**src/rtl/pad_cfg_pkg.sv**
```systemverilog
package pad_cfg_pkg;

    localparam int CFG_W = 13;
    localparam int DM_W  = 3;

    localparam logic [DM_W-1:0] DM_STRONG = 3'b110;
    localparam logic [DM_W-1:0] DM_INPUT  = 3'b001;

    typedef struct packed {
        logic            mgmt_en;
        logic            oeb;
        logic            holdover;
        logic            inp_dis;
        logic            ib_sel;
        logic            ana_en;
        logic            ana_sel;
        logic            ana_pol;
        logic            slow;
        logic            vtrip;
        logic [DM_W-1:0] dm;
    } pad_cfg_t;

    typedef struct packed {
        logic shift;
        logic load;
        logic hold;
    } loader_ev_t;

    function automatic pad_cfg_t dflt_cfg(input logic bidir);
        pad_cfg_t c;
        c         = '0;
        c.mgmt_en = 1'b1;
        c.oeb     = 1'b1;
        c.dm      = bidir ? DM_STRONG : DM_INPUT;
        return c;
    endfunction

endpackage

```
**src/rtl/pad_cfg_strobe.sv**
```systemverilog
module pad_cfg_strobe
    import pad_cfg_pkg::*;
(
    input  logic       clk,
    input  logic       rst,
    input  logic       ld_sclk,
    input  logic       ld_resetn,
    output loader_ev_t ev
);
    logic sclk_q;
    logic ldn_q;

    // Previous levels reset high, so no edge is seen on leaving reset.
    always_ff @(posedge clk) begin
        if (rst) begin
            sclk_q <= 1'b1;
            ldn_q  <= 1'b1;
        end else begin
            sclk_q <= ld_sclk;
            ldn_q  <= ld_resetn;
        end
    end

    always_comb begin
        ev.shift = ld_sclk & ~sclk_q;
        ev.load  = ld_resetn & ~ldn_q;
        ev.hold  = ~ld_resetn;
    end
endmodule

```
**src/rtl/pad_cfg_cell.sv**
```systemverilog
module pad_cfg_cell
    import pad_cfg_pkg::*;
#(
    parameter bit BIDIR = 1'b0
) (
    input  logic       clk,
    input  logic       rst,
    input  loader_ev_t ev,
    input  logic       ser_in,
    output logic       ser_out,
    input  logic       mgmt_o,
    input  logic       mgmt_oe_n,
    input  logic       user_o,
    input  logic       user_oe_n,
    output logic       pad_o,
    output logic       pad_oe_n,
    output pad_cfg_t   cfg,
    output pad_cfg_t   shadow
);
    localparam pad_cfg_t DFLT = dflt_cfg(BIDIR);

    always_ff @(posedge clk) begin
        if (rst) begin
            shadow <= DFLT;
        end else if (ev.shift) begin
            shadow <= {shadow[CFG_W-2:0], ser_in};
        end
    end

    always_ff @(posedge clk) begin
        if (rst || ev.hold) begin
            cfg <= DFLT;
        end else if (ev.load) begin
            cfg <= shadow;
        end
    end

    assign ser_out = shadow[CFG_W-1];

    always_comb begin
        if (cfg.mgmt_en) begin
            pad_o    = mgmt_o;
            pad_oe_n = mgmt_oe_n ? cfg.oeb : 1'b0;
        end else begin
            pad_o    = user_o;
            pad_oe_n = user_oe_n;
        end
    end
endmodule

```
**src/rtl/pad_cfg_chain.sv**
```systemverilog
module pad_cfg_chain
    import pad_cfg_pkg::*;
#(
    parameter int NUM_PADS  = 4,
    parameter int NUM_BIDIR = 2
) (
    input  logic                      clk,
    input  logic                      rst,
    input  logic                      ld_sclk,
    input  logic                      ld_resetn,
    input  logic                      ld_data,
    output logic                      ser_out,
    input  logic [NUM_PADS-1:0]       pad_in,
    output logic [NUM_PADS-1:0]       pad_out,
    output logic [NUM_PADS-1:0]       pad_oeb,
    output logic [NUM_PADS-1:0]       pad_inp_dis,
    output logic [DM_W*NUM_PADS-1:0]  pad_dm,
    output logic [NUM_PADS-1:0]       pad_holdover,
    output logic [NUM_PADS-1:0]       pad_ib_sel,
    output logic [NUM_PADS-1:0]       pad_ana_en,
    output logic [NUM_PADS-1:0]       pad_ana_sel,
    output logic [NUM_PADS-1:0]       pad_ana_pol,
    output logic [NUM_PADS-1:0]       pad_slow,
    output logic [NUM_PADS-1:0]       pad_vtrip,
    input  logic [NUM_BIDIR-1:0]      mgmt_out,
    input  logic [NUM_BIDIR-1:0]      mgmt_oeb,
    output logic [NUM_PADS-1:0]       mgmt_in,
    input  logic [NUM_PADS-1:0]       user_out,
    input  logic [NUM_PADS-1:0]       user_oeb,
    output logic [NUM_PADS-1:0]       user_in
);
    localparam int CHAIN_W = NUM_PADS * CFG_W;

    loader_ev_t           ev;
    logic [NUM_PADS:0]    link;
    logic [CHAIN_W-1:0]   cfg_flat;
    logic [CHAIN_W-1:0]   shadow_flat;

    pad_cfg_strobe u_strobe (
        .clk       (clk),
        .rst       (rst),
        .ld_sclk   (ld_sclk),
        .ld_resetn (ld_resetn),
        .ev        (ev)
    );

    assign link[0] = ld_data;
    assign ser_out = link[NUM_PADS];
    assign mgmt_in = pad_in;
    assign user_in = pad_in;

    for (genvar i = 0; i < NUM_PADS; i++) begin : g_pad
        logic     m_o;
        logic     m_oe_n;
        pad_cfg_t cfg;
        pad_cfg_t shadow;

        if (i < NUM_BIDIR) begin : g_bidir
            assign m_o    = mgmt_out[i];
            assign m_oe_n = mgmt_oeb[i];
        end else begin : g_input
            assign m_o    = pad_in[i];
            assign m_oe_n = 1'b1;
        end

        pad_cfg_cell #(
            .BIDIR (i < NUM_BIDIR)
        ) u_cell (
            .clk       (clk),
            .rst       (rst),
            .ev        (ev),
            .ser_in    (link[i]),
            .ser_out   (link[i+1]),
            .mgmt_o    (m_o),
            .mgmt_oe_n (m_oe_n),
            .user_o    (user_out[i]),
            .user_oe_n (user_oeb[i]),
            .pad_o     (pad_out[i]),
            .pad_oe_n  (pad_oeb[i]),
            .cfg       (cfg),
            .shadow    (shadow)
        );

        assign cfg_flat[i*CFG_W +: CFG_W]    = cfg;
        assign shadow_flat[i*CFG_W +: CFG_W] = shadow;
        assign pad_dm[i*DM_W +: DM_W]        = cfg.dm;
        assign pad_inp_dis[i]                = cfg.inp_dis;
        assign pad_holdover[i]               = cfg.holdover;
        assign pad_ib_sel[i]                 = cfg.ib_sel;
        assign pad_ana_en[i]                 = cfg.ana_en;
        assign pad_ana_sel[i]                = cfg.ana_sel;
        assign pad_ana_pol[i]                = cfg.ana_pol;
        assign pad_slow[i]                   = cfg.slow;
        assign pad_vtrip[i]                  = cfg.vtrip;
    end
endmodule

```
**config.mk**
```make
export PLATFORM = sky130hd
export DESIGN_NAME = pad_cfg_chain
export DESIGN_NICKNAME = d
export VERILOG_FILES = /design/src/rtl/pad_cfg_pkg.sv /design/src/rtl/pad_cfg_strobe.sv /design/src/rtl/pad_cfg_cell.sv /design/src/rtl/pad_cfg_chain.sv
export SDC_FILE = /design/constraint.sdc
export NUM_CORES = 1
export LEC_CHECK = 0
export BUFFER_PORTS_ARGS = -buffer_cell sky130_fd_sc_hd__buf_2
export CORE_MARGIN = 4
export CORE_UTILIZATION = 52
export CTS_BUF_LIST = sky130_fd_sc_hd__clkbuf_16
export DETAILED_ROUTE_END_ITERATION = 10
export PLACE_DENSITY = 0.75
export SETUP_SLACK_MARGIN = 0.4
export SYNTH_ARGS = -nofsm -noshare
export SYNTH_HDL_FRONTEND = slang
export SYNTH_SLANG_ARGS = --single-unit
```
**constraint.sdc**
```tcl
create_clock -name clk -period 1.5 [get_ports clk]
set_input_delay 0.3 -clock clk [delete_from_list [all_inputs] [get_ports clk]]
set_output_delay 0.3 -clock clk [all_outputs]
set_load 0.02 [all_outputs]
```
==> flow_metrics.tcl <==
set metrics [dict create \
    status "finished, final reports clean" \
    start_util 0.541 \
    first_pass_iters 4 \
    routedWlPerCell_um 14.3 \
    fillers 636 \
    rows 33 \
    worstPathRequired_ps 1200 \
    fin_skew_ps 5.77 \
    slew_headroom 0.816 \
    synth_fp_nets 450 \
    utilization 0.657 \
    routed_wl_um 8200 \
    period_needed_ps 1440 \
    final-setup-viol-count 0 \
    clockRootBuffer "clkbuf_16" \
    dp_slack_ps 215 \
    grt_setup_unrepaired "yes" \
    portBuffers 75 \
    drt-initial-drc-count 77 \
    ios 82 \
    synth.distinct_cells 20 \
    fin_tns_setup_ps 0 \
    htreeDepth 3 \
    maxCapViolCount 0 \
    grt_max_degree 39 \
    finalHoldViolations 0 \
    yosysWarningCount 0 \
    fin_nets 484 \
    avgViaCountPerCell 4.90 \
    cts_num_sinks 106 \
    drive_gt1_frac 0.402 \
    pwr-share-comb 0.063 \
    numCtsBuffers 9 \
    clk_pin_slew_ps 70 \
    power_mw 5.70 \
    cp_max_fo 3 \
    power_frac_seq 0.502 \
    final_cell_mix "mux2i_1, nor2_1, dfxtp_1, buf_6, dfxtp_2" \
    drc 0 \
    antenna_left 0 \
    swShare 0.215 \
    hpwl_um 5420 \
    ys_ff_latch 106 \
    fin_cells 573 \
    place_inst 536 \
    endpoint_kind "output pin" \
    ir_drop_mv 0.868 \
    netlist_area_mm2 0.00449 \
    worstMarginPinSlew_ps 276 \
    power.switching_mw 1.22 \
    gr-usage-all-layers 0.166 \
    postSynthCellCount 429 \
    clk_latency_ps 340 \
    antenna_found_initial 0 \
    critPathKind "register to output pin" \
    cts_buffer_depth 2 \
    internal_power_mw 4.47 \
    cts_tree "built" \
    finalCritPeriodShare 0.959 \
    start_kind "register" \
    fin_area_mm2 0.00546 \
    post_dp_cell_area_mm2 0.00453 \
    dieArea_mm2 0.0102 \
    die_y_um 101 \
    cp.arrival_ps 1140 \
    syn_area_per_cell_um2 10.5 \
    area_growth_pct 21.6 \
    leakage_nw 2.58 \
    grt_pass1_vias 2814 \
    core_mm2 0.00830 \
    grt_pass1_wl_um 13400 \
    worst_slack_ps 61.0 \
    die_w_um 101 \
    hold_class "input pin to register" \
    grt.overflow.total 0 \
    final_common_cell "mux2i_1" \
    seq_area_frac_synth 0.473 \
    vias 2805 \
    antenna_cells 0 \
    clkPwrFrac 0.435 \
    timing.hold.ws_ps 190 \
    hold_buffers 0 \
    fmax_ghz 0.695 \
    gp_congestion 0.762 \
    slew_violations 0 \
    p_per_area_mw_per_mm2 1040 \
]
==> metal layers <==
| metal | wire [µm] | share of wire | GRT usage | vias to the layer above |
|---|---|---|---|---|
| met5 | 0 | 0 | 0 | - |
| met4 | 59 | 0.0072 | 0.0450 | 0 |
| met3 | 341 | 0.042 | 0.0484 | 6 |
| met2 | 4160 | 0.51 | 0.281 | 53 |
| met1 | 3640 | 0.44 | 0.206 | 1320 |
| li1 | - | - | - | 1426 |
==> state kept, by name (all words and copies together) (netlist names) <==
register	count
u_strobe.ldn_q	1
g_pad.u_cell.cfg	52
g_pad.u_cell.ser_out	4
g_pad.u_cell.shadow	48
u_strobe.sclk_q	1
==> power groups by stage <==
stage	combinational [mW]	sequential, mW	clock, mW
finish	0.358	2.86	2.48
global route	0.384	2.86	2.66
CTS	0.353	2.86	2.54
detailed placement	0.317	2.93	0
global placement	0.312	2.93	0
floorplan	0.281	2.92	0
==> repair_timing <==
item | 4_1_cts | 5_1_grt
pin swaps | 1 | 0
setup endpoints to repair | 119 | 81
gates resized for setup | 162 | 8
buffers inserted | 16 | 5
==> path summary, 6_finish.rpt <==
check,end,cells after the start,startpoint,slack [ps]
max,pad_oeb[2],2,g_pad[2].u_cell.cfg[12],60
min reg2reg,g_pad[1].u_cell.cfg[2],2,g_pad[1].u_cell.cfg[2],480
max reg2reg,g_pad[1].u_cell.shadow[7],3,u_strobe.sclk_q,440
min,u_strobe.ldn_q,2,ld_resetn,190
==> worst max-delay path, stage by stage, from the launching register on <==
cell and delay (ps):
dfxtp_4 370, mux2_4 300, buf_6 130
==> area by class of cell <==
cell class	count	area, µm²	area share
clock buffers	9	225	0.0413
repair buffers	108	1040	0.191
clock inverters	7	93.8	0.0172
well taps	105	131	0.0241
flip-flops and latches	106	2200	0.403
multi-input cells	236	1760	0.322
inverters	2	7.51	0.00138
==> kinds of logic after synthesis <==
group / share of synthesized area
AO/OA/AOI/OAI: 0.00892
flip-flops: 0.473
AND/OR/NAND/NOR: 0.141
buffers and inverters: 0.144
multiplexers: 0.234
==> synth_stat cells <==
| cell type | count | area, µm² |
|---|---|---|
| buf_2 | 8 | 40.0 |
| mux2i_1 | 98 | 981 |
| nor2_1 | 58 | 218 |
| buf_4 | 67 | 503 |
| nand2b_1 | 40 | 250 |
| inv_1 | 2 | 7.51 |
| mux2_2 | 6 | 67.6 |
| nand4bb_1 | 6 | 67.6 |
| buf_6 | 4 | 45.0 |
| nor2b_4 | 1 | 13.8 |
| buf_12 | 1 | 20.0 |
| o21ai_1 | 5 | 25.0 |
| nand2_1 | 14 | 52.6 |
| clkbuf_1 | 4 | 15.0 |
| nand3_1 | 2 | 10.0 |
| or2_2 | 2 | 12.5 |
| dfxtp_1 | 106 | 2120 |
| o21ai_0 | 3 | 15.0 |
| buf_8 | 1 | 15.0 |
| nor2b_1 | 1 | 6.26 |
(Power assumes the default switching activity.)
